`config.mk`:
```
export PLATFORM = sky130hd
export DESIGN_NAME = irq_dma_node
export DESIGN_NICKNAME = d
export VERILOG_FILES = /design/src/rtl/irq_dma_node_pkg.sv /design/src/rtl/idn_flags.sv /design/src/rtl/idn_chain_slot.sv /design/src/rtl/idn_dma.sv /design/src/rtl/irq_dma_node.sv
export SDC_FILE = /design/constraint.sdc
export NUM_CORES = 1
export LEC_CHECK = 0
export BUFFER_PORTS_ARGS = -buffer_cell sky130_fd_sc_hd__buf_2
export CAP_MARGIN = 20
export CORE_UTILIZATION = 51
export CTS_BUF_LIST = sky130_fd_sc_hd__clkbuf_8
export CTS_CLUSTER_DIAMETER = 80
export DETAILED_ROUTE_END_ITERATION = 10
export GPL_TIMING_DRIVEN = 0
export PLACE_DENSITY = 0.82
export SYNTH_ARGS = -nofsm -noshare
export SYNTH_HDL_FRONTEND = slang
export SYNTH_SLANG_ARGS = --single-unit
```
`constraint.sdc`:
```
create_clock -name clk_i -period 1.7 [get_ports clk_i]
set_input_delay 0.085 -clock clk_i [delete_from_list [all_inputs] [get_ports clk_i]]
set_output_delay 0.085 -clock clk_i [all_outputs]
set_load 0.005 [all_outputs]
```
`src/rtl/irq_dma_node_pkg.sv`:
```
package irq_dma_node_pkg;
  typedef enum logic [1:0] {
    SEL_LEVEL = 2'd0,
    SEL_MASK  = 2'd1,
    SEL_ADDR  = 2'd2,
    SEL_COUNT = 2'd3
  } wr_sel_e;
endpackage

```
`src/rtl/idn_flags.sv`:
```
module idn_flags
  import irq_dma_node_pkg::*;
#(
  parameter int LVL_W = 4
) (
  input  logic             clk_i,
  input  logic             rst_n,
  input  logic             clr_i,
  input  logic             wr_en_i,
  input  logic [1:0]       wr_sel_i,
  input  logic [LVL_W-1:0] wr_lvl_i,
  input  logic             ctl_start_i,
  input  logic             ctl_idle_i,
  input  logic             dev_done_i,
  input  logic             blk_end_i,
  output logic             busy_o,
  output logic             done_o,
  output logic             mask_o,
  output logic [LVL_W-1:0] level_o
);
  always_ff @(posedge clk_i or negedge rst_n) begin
    if (!rst_n) begin
      busy_o <= 1'b0; done_o <= 1'b0; mask_o <= 1'b0; level_o <= '0;
    end else if (clr_i) begin
      busy_o <= 1'b0; done_o <= 1'b0; mask_o <= 1'b0; level_o <= '0;
    end else begin
      if (wr_en_i && wr_sel_e'(wr_sel_i) == SEL_LEVEL) level_o <= wr_lvl_i;
      if (wr_en_i && wr_sel_e'(wr_sel_i) == SEL_MASK)  mask_o  <= wr_lvl_i[0];
      if (dev_done_i || blk_end_i) begin
        busy_o <= 1'b0; done_o <= 1'b1;
      end else if (ctl_idle_i) begin
        busy_o <= 1'b0; done_o <= 1'b0;
      end else if (ctl_start_i) begin
        busy_o <= 1'b1; done_o <= 1'b0;
      end
    end
  end
endmodule

```
`src/rtl/idn_chain_slot.sv`:
```
module idn_chain_slot (
  input  logic clk_i,
  input  logic rst_n,
  input  logic clr_i,
  input  logic sync_i,
  input  logic pend_i,
  input  logic drop_i,
  input  logic pri_in_i,
  output logic req_o,
  output logic pri_out_o
);
  logic held_q;
  always_ff @(posedge clk_i or negedge rst_n) begin
    if (!rst_n)                held_q <= 1'b0;
    else if (clr_i || drop_i)  held_q <= 1'b0;
    else if (sync_i)           held_q <= pend_i;
    else                       held_q <= held_q & pend_i;
  end
  assign req_o     = held_q & pend_i;
  assign pri_out_o = pri_in_i & ~req_o;
endmodule

```
`src/rtl/idn_dma.sv`:
```
module idn_dma
  import irq_dma_node_pkg::*;
#(
  parameter int ADDR_W = 15
) (
  input  logic              clk_i,
  input  logic              rst_n,
  input  logic              clr_i,
  input  logic              wr_en_i,
  input  logic [1:0]        wr_sel_i,
  input  logic [ADDR_W-1:0] wr_data_i,
  input  logic              win_i,
  input  logic              ready_i,
  output logic              valid_o,
  output logic [ADDR_W-1:0] addr_o,
  output logic              cnt_nz_o,
  output logic              accept_o,
  output logic              blk_end_o
);
  localparam logic [ADDR_W-1:0] ONE = ADDR_W'(1);
  logic [ADDR_W-1:0] cnt_q;

  assign cnt_nz_o  = |cnt_q;
  assign accept_o  = valid_o & ready_i;
  assign blk_end_o = accept_o & (cnt_q == ONE);

  always_ff @(posedge clk_i or negedge rst_n) begin
    if (!rst_n) begin
      addr_o <= '0; cnt_q <= '0; valid_o <= 1'b0;
    end else if (clr_i) begin
      addr_o <= '0; cnt_q <= '0; valid_o <= 1'b0;
    end else if (accept_o) begin
      addr_o  <= addr_o + ONE;
      cnt_q   <= cnt_q - ONE;
      valid_o <= 1'b0;
    end else begin
      if (wr_en_i && wr_sel_e'(wr_sel_i) == SEL_ADDR)  addr_o <= wr_data_i;
      if (wr_en_i && wr_sel_e'(wr_sel_i) == SEL_COUNT) cnt_q  <= wr_data_i;
      if (win_i) valid_o <= 1'b1;
    end
  end
endmodule

```
`src/rtl/irq_dma_node.sv`:
```
module irq_dma_node #(
  parameter int LVL_W  = 4,
  parameter int ADDR_W = 15
) (
  input  logic              clk_i,
  input  logic              rst_n,
  input  logic              clr_i,
  input  logic              wr_en_i,
  input  logic [1:0]        wr_sel_i,
  input  logic [ADDR_W-1:0] wr_data_i,
  input  logic              ctl_start_i,
  input  logic              ctl_idle_i,
  input  logic              dev_done_i,
  input  logic [LVL_W-1:0]  sys_level_i,
  input  logic              req_sync_i,
  input  logic              addr_req_i,
  input  logic              int_pri_in_i,
  output logic              int_pri_out_o,
  output logic              int_req_o,
  input  logic              dch_pri_in_i,
  output logic              dch_pri_out_o,
  output logic              dch_req_o,
  output logic              dma_addr_valid_o,
  input  logic              dma_addr_ready_i,
  output logic [ADDR_W-1:0] dma_addr_o
);
  logic             busy_q, done_q, mask_q;
  logic [LVL_W-1:0] level_q;
  logic             cnt_nz, accept, blk_end;
  logic             int_pend, dch_pend, dch_win;

  idn_flags #(.LVL_W(LVL_W)) u_flags (
    .clk_i, .rst_n, .clr_i, .wr_en_i, .wr_sel_i,
    .wr_lvl_i(wr_data_i[LVL_W-1:0]),
    .ctl_start_i, .ctl_idle_i, .dev_done_i,
    .blk_end_i(blk_end),
    .busy_o(busy_q), .done_o(done_q), .mask_o(mask_q), .level_o(level_q)
  );

  assign int_pend = done_q & ~mask_q & (level_q > sys_level_i);
  assign dch_pend = busy_q & cnt_nz;

  idn_chain_slot u_int_slot (
    .clk_i, .rst_n, .clr_i, .sync_i(req_sync_i), .pend_i(int_pend),
    .drop_i(1'b0), .pri_in_i(int_pri_in_i),
    .req_o(int_req_o), .pri_out_o(int_pri_out_o)
  );

  idn_chain_slot u_dch_slot (
    .clk_i, .rst_n, .clr_i, .sync_i(req_sync_i), .pend_i(dch_pend),
    .drop_i(accept), .pri_in_i(dch_pri_in_i),
    .req_o(dch_req_o), .pri_out_o(dch_pri_out_o)
  );

  assign dch_win = addr_req_i & dch_req_o & dch_pri_in_i & ~dma_addr_valid_o;

  idn_dma #(.ADDR_W(ADDR_W)) u_dma (
    .clk_i, .rst_n, .clr_i, .wr_en_i, .wr_sel_i, .wr_data_i,
    .win_i(dch_win), .ready_i(dma_addr_ready_i),
    .valid_o(dma_addr_valid_o), .addr_o(dma_addr_o),
    .cnt_nz_o(cnt_nz), .accept_o(accept), .blk_end_o(blk_end)
  );
endmodule

```
==> results of run 1 <==
==> final cells by class <==
class | count | area [um^2]
fill | 382 | 1360
tap | 67 | 83.8
inverter | 12 | 45.0
sequential | 40 | 1010
multi-input combinational | 228 | 1660
timing repair buffer | 77 | 459
clock buffer | 6 | 82.6
clock inverter | 2 | 7.51
buffer | 15 | 111
==> registers in the layout, summed over array words and instances, names as in the netlist <==
| register | count |
|---|---|
| u_flags.busy_o | 1 |
| u_dch_slot.held_q | 1 |
| u_dma.valid_o | 1 |
| u_dma.addr_o | 15 |
| u_flags.level_o | 4 |
| u_dma.cnt_q | 15 |
| u_flags.done_o | 1 |
| u_flags.mask_o | 1 |
| u_int_slot.held_q | 1 |
==> per-layer routing <==
layer | vias up | GRT usage (%) | share of wire [%]
met1 | 1391 | 44.2 | 39
met4 | 0 | 12.2 | 2.7
li1 | 1303 | - | -
met5 | - | 0 | 0
met2 | 255 | 52.9 | 48
met3 | 38 | 4.94 | 11
==> cell usage in the layout (no fill, tap or decap), types with 4 or more instances in the layout <==
cell type  count
a32oi_1        4
nor3_1         6
nand3_1        7
a21oi_1       23
a31oi_1        8
o21ai_0       14
buf_2         52
dfrtp_1       36
clkbuf_2       4
clkbuf_8       9
nor2_2         5
nor2_1        24
dfrtp_2        4
buf_4         24
and3_1        12
a211oi_1       7
nand2_1       20
ha_4           4
nand4_1       10
mux2i_1        6
inv_1         13
==> per-stage QoR <==
step | total power (W) | setup TNS, ps | utilization [%] | std cells
floorplan | 0.00123 | -31.6 | - | 296
global placement | 0.00137 | -610 | 61.4 | 414
detailed placement | 0.00138 | -997 | 61.4 | 414
CTS | 0.00210 | -346 | 67.8 | 440
global route | 0.00224 | -1010 | 71.7 | 447
finish | 0.00216 | -546 | 71.7 | 447
==> report_power, final <==
part           switching (W)  internal [W]  leakage, nW  total, W
clock               0.000353      0.000320       0.0538  0.000672
sequential         0.0000482      0.000983        0.541   0.00103
combinational       0.000254      0.000205        0.959  0.000459
total               0.000655       0.00151         1.55   0.00216
==> worst max-delay path by stage <==
stage	cells past startpoint	end	start
6_report	5	dch_pri_out_o	u_dma.cnt_q[9]
5_1_grt	5	dch_pri_out_o	u_dma.cnt_q[9]
2_1_floorplan	6	u_dma.cnt_q[14]	u_dma.cnt_q[0]
3_3_place_gp	4	u_dma.cnt_q[14]	u_dma.cnt_q[9]
4_1_cts	5	dch_pri_out_o	u_dma.cnt_q[9]
3_5_place_dp	4	u_dma.cnt_q[14]	u_dma.cnt_q[9]
==> cells by family (layout without fill, tap and decap cells) <==
family | count (synthesis) | after routing | synth area share (%)
AND/OR/NAND/NOR | 120 | 120 | 25.1
AO/OA/AOI/OAI | 91 | 91 | 23.6
flip-flops | 40 | 40 | 38.5
buffers and inverters | 28 | 112 | 5.63
multiplexers | 8 | 8 | 3.17
adder cells (fa/ha/maj) | 7 | 7 | 3.37
XOR/XNOR | 2 | 2 | 0.674
==> repair_timing <==
action | 4_1_cts | 5_1_grt
setup endpoints to repair | 15 | 32
hold endpoints to repair | 41 | 0
buffers inserted | 16 | 8
gates resized for setup | 13 | 41
hold buffers | 2 | 0
pin swaps | 8 | 14
==> run metrics, run 1 <==
antenna-violating nets left 0; Slew Limit Headroom 36.8%; outcome finished with violations; YS warnings 0; reg2reg end u_dma.cnt_q[14]; Max stage delay cell, worst path or4_4; Yosys reg bits 40; layout cells sized above 1 35.8%; Final #Nets 419; Hold Path Class in2reg; crit path capture type output port; Starting DRT DRC Count 536; number of remaining DRC errors 0; root buffer cell clkbuf_8; vias in the first global route 2,643; Bufs and invs on worst path 1; drt total wl 8.77 mm; ordered cell list for the critical path or4_4 -> nor3_4 -> a31oi_2 -> nor2b_1 -> buf_2; Setup WS pre-CTS -241 ps; Die X 73.4 um; RSZ-0062 raised after global routing yes; most frequent cells after synthesis dfrtp_1 (40), nor2_1 (30), a21oi_1 (24), nand2_1 (20), o21ai_0 (16); IO buf count 51; Leak 1.55 nW; syn_area_per_cell 8.79 um^2; clock sink total 40; Pwr Density 626 nW/um^2; clock-pin slew on the worst setup and hold paths 90 ps; H-Tree Level Count 2; DIE HEIGHT 73.4 um; Mapped Cells 296; Clock Latency Late Sink 300 ps; Area Growth Syn to Fin 32.9%; worst hold path depth 2; RD Place Congestion 0.948; CTS buffer count 5; clk buf depth 2; sequential-to-total area share from yosys stat 38.5%; TritonCTS clock tree yes; Final Setup Violations 6; Post-Syn Nets 336; Antenna Cells 0; Final Hold Viols 0; critical path class reg2out; core area 4820 um^2; largest area contributor in the netlist dfrtp_1; worst r2r src u_dma.cnt_q[9]; Top delay family on crit path simple AND/OR/NAND/NOR gates; GRT Residual Overflow 0; Max Cap Violations 0; Hold EP u_dma.addr_o[13]; Max VDD drop 0.000534 V; vias 2,987; hold_sp clr_i; drt pass-1 iters 5; Critical Path RT 1620 ps; Post-Synthesis Cell Area 2600 um^2; Top-Level Pins 53; Avg WL per Cell 19.6 um; Final Skew 12.8 ps; cell with the most instances after synthesis dfrtp_1; synth top area cells dfrtp_1 (38%), a21oi_1 (4.6%), nor2_1 (4.3%); first-pass GRT wire length 13.2 mm; hold slack 18.4 ps; minimum clock period 1890 ps; GRT Util Overall 32.6%; final slew viol count 0; hpwl dp 5.43 mm; Arr. time, crit path 1800 ps; failing checks setup timing; ys async rst share 100%; Setup crit start kind register; die area 5390 um^2; number of flops mapped to enable cells by yosys 0; Design Area, Final 3460 um^2; Netlist cell types 58; largest net degree at the start of global routing 41; starting density of the core 54.0%; most used flip-flop cell after synthesis dfrtp_1; placed cell area 2960 um^2; period utilization 111%; r2r setup slk -180 ps; Worst R2R Path Depth 6; antenna violations before repair 0; Crit Path Max Fanout 2; Vias per Instance 6.68; maximum clock rate 530 MHz; final worst slack -186 ps; slowest stage delay, CP 550 ps; area share of the largest cell type after synthesis 38.5%; row count 25; Worst Max-Slew Pin Slew 948 ps
(Power assumes the default switching activity.)
==> run 2, diff against run 1 <==
--- a/config.mk
+++ b/config.mk
@@ -7,12 +7,13 @@
 export LEC_CHECK = 0
 export BUFFER_PORTS_ARGS = -buffer_cell sky130_fd_sc_hd__buf_2
 export CAP_MARGIN = 20
-export CORE_UTILIZATION = 51
+export CORE_UTILIZATION = 57
 export CTS_BUF_LIST = sky130_fd_sc_hd__clkbuf_8
 export CTS_CLUSTER_DIAMETER = 80
 export DETAILED_ROUTE_END_ITERATION = 10
 export GPL_TIMING_DRIVEN = 0
-export PLACE_DENSITY = 0.82
+export PLACE_DENSITY = 0.86
+export SKIP_CTS_REPAIR_TIMING = 1
 export SYNTH_ARGS = -nofsm -noshare
 export SYNTH_HDL_FRONTEND = slang
 export SYNTH_SLANG_ARGS = --single-unit
==> constraint.sdc (replaced) <==
create_clock -name clk_i -period 2.12 [get_ports clk_i]
set_input_delay 0.106 -clock clk_i [delete_from_list [all_inputs] [get_ports clk_i]]
set_output_delay 0.106 -clock clk_i [all_outputs]
set_load 0.005 [all_outputs]
==> run metrics, run 2 (synthesis gave the netlist of run 1 again) <==
outcome finished with violations; failing checks hold timing; slowest stage delay, CP 570 ps (+20 ps); H-Tree Level Count 2 (unchanged); Vias per Instance 6.94 (+3.9%); crit path capture type output port; Final #Nets 395 (-5.7%); die area 4840 um^2 (-10%); Arr. time, crit path 1970 ps (+170 ps); hpwl dp 5.35 mm (-1.4%); sequential share of power 50.3% (+2.6 points); number of remaining DRC errors 0 (unchanged); clock sink total 40 (unchanged); RD Place Congestion 0.964 (+1.8%); Antenna Cells 0 (unchanged); maximum clock rate 482 MHz; Design Area, Final 3030 um^2 (-12%); drt pass-1 iters 5 (unchanged); vias 2,833 (-5.2%); Largest regs u_dma.addr_o: 15 flops, u_dma.cnt_q: 15 flops, u_flags.level_o: 4 flops; Clock Latency Late Sink 300 ps (about the same); Setup crit start kind register; Crit Path Max Fanout 4 (+2); Internal 0.00116 W (-23%); clk buf depth 2 (unchanged); Pwr Density 540 nW/um^2 (-14%); IO buf count 51 (unchanged); Hold Path Class in2async; Final Hold Viols 40 (+40); root buffer cell clkbuf_8; layout cells sized above 1 20.2% (-16 points); first-pass GRT wire length 12.5 mm (-4.7%); Max VDD drop 0.000456 V (-15%); drt total wl 7.77 mm (-11%); clock share of power 32.5% (+1.4 points); Final Setup Violations 0 (-6); Leak 1.39 nW (-10%); ordered cell list for the critical path or4_1 -> nor3_1 -> a31oi_1 -> nor2b_1 -> buf_2; core area 4380 um^2 (-9.0%); Tot Pwr 0.00164 W (-24%); DIE HEIGHT 69.6 um (-5.3%); vias in the first global route 2,524 (-4.5%); largest net degree at the start of global routing 41 (unchanged); Combinational Power Share 17.2% (-4.0 points); minimum clock period 2080 ps; starting density of the core 59.3% (+5.3 points); GRT Residual Overflow 0 (unchanged); clock-pin slew on the worst setup and hold paths 80 ps (about the same); final slew viol count 0 (unchanged); antenna-violating nets left 0 (unchanged); TritonCTS clock tree yes; critical path class reg2out; Psw 0.000480 W (-27%); Max stage delay cell, worst path or4_1; CTS buffer count 5 (unchanged); commonest cells after routing, fill and taps aside buf_2 (54), dfrtp_1 (40), nor2_1 (30); Worst Max-Slew Pin Slew 913 ps (-35.7 ps); Avg WL per Cell 19.0 um (-2.9%); Final Skew 13.4 ps (+0.630 ps); RSZ-0062 raised after global routing no; most common cell after layout, fill and taps aside buf_2; Top-Level Pins 53 (unchanged); switching share of power 29.3% (-0.93 points); hold slack -72.9 ps (-91.2 ps); Max Cap Violations 0 (unchanged); placed cell area 2920 um^2 (-1.3%); antenna violations before repair 0 (unchanged); GRT Util Overall 33.1% (+0.55 points); Starting DRT DRC Count 359 (-33%); Slew Limit Headroom 39.2% (+2.4 points); row count 24 (-4.0%); setup tns final 0 ps (+546 ps); period utilization 97.9%; Critical Path RT 2010 ps (+390 ps); Area Growth Syn to Fin 16.6%; Die X 69.6 um (-5.3%)
## run 2: changes by cell type in the layout (fill, tap and decap cells not counted), sizes merged
cell	previous run	this run
clkbuf	16	17
dlygate4sd3	2	1
buf	80	56
## run 2: per-stage QoR
step | std cells | hold slack (ps) | utilization [%] | setup slack [ps]
final | 408 | -72.9 | 69.2 | 44.8
after global routing | 408 | 15.3 | 69.2 | 15.2
after CTS | 407 | -38.9 | 68.7 | 59.4
after detailed placement | 399 | 284 | 66.6 | 69.4
after global placement | 399 | 280 | 66.6 | 104
after floorplan | 296 | -190 | - | 334
## run 2: area by class of cell
type	instances	area (um^2)
Buffer	16	101
Clock buffer	6	82.6
Clock inverter	2	7.51
Fill cell	378	1350
Inverter	12	45.0
Multi-Input combinational cell	228	1470
Sequential cell	40	1000
Tap cell	52	65.1
Timing Repair Buffer	52	265
## run 2: worst paths after layout
check,from,end,slack [ps],cells after the start
setup / recovery,u_dma.cnt_q[9],dch_pri_out_o,40,5
hold / removal,rst_n,u_flags.busy_o,-70,1
setup reg to reg,u_dma.cnt_q[0],u_dma.cnt_q[14],120,6
hold reg to reg,u_flags.level_o[1],u_flags.level_o[1],530,2
max in group asynchronous,rst_n,u_dma.addr_o[3],1610,1
min in group clk_i,clr_i,u_dma.addr_o[13],60,2
## run 2: worst max-delay path: cells and delay by family, from the launching register on
family	cells	cell delay (ps)
buffers and inverters	1	110
DFF	1	430
and+or+nand+nor	3	960
AOI/OAI and AO/OA	1	170
## run 2: power by group through the flow
stage	clock network (W)	registers, W	logic, W
final	0.000531	0.000824	0.000282
after global routing	0.000560	0.000828	0.000307
after CTS	0.000533	0.000821	0.000269
after detailed placement	0	0.000836	0.000267
after global placement	0	0.000834	0.000260
after floorplan	0	0.000830	0.000154
## run 2: layer usage
layer | vias up | share of wire [%] | routed length (um) | track usage (%)
li1 | 1263 | - | - | -
met5 | - | 0 | 0 | 0
met1 | 1341 | 40 | 3090 | 45.5
met4 | 0 | 2.2 | 171 | 10.9
met2 | 210 | 47 | 3680 | 52.5
met3 | 19 | 11 | 833 | 6.69
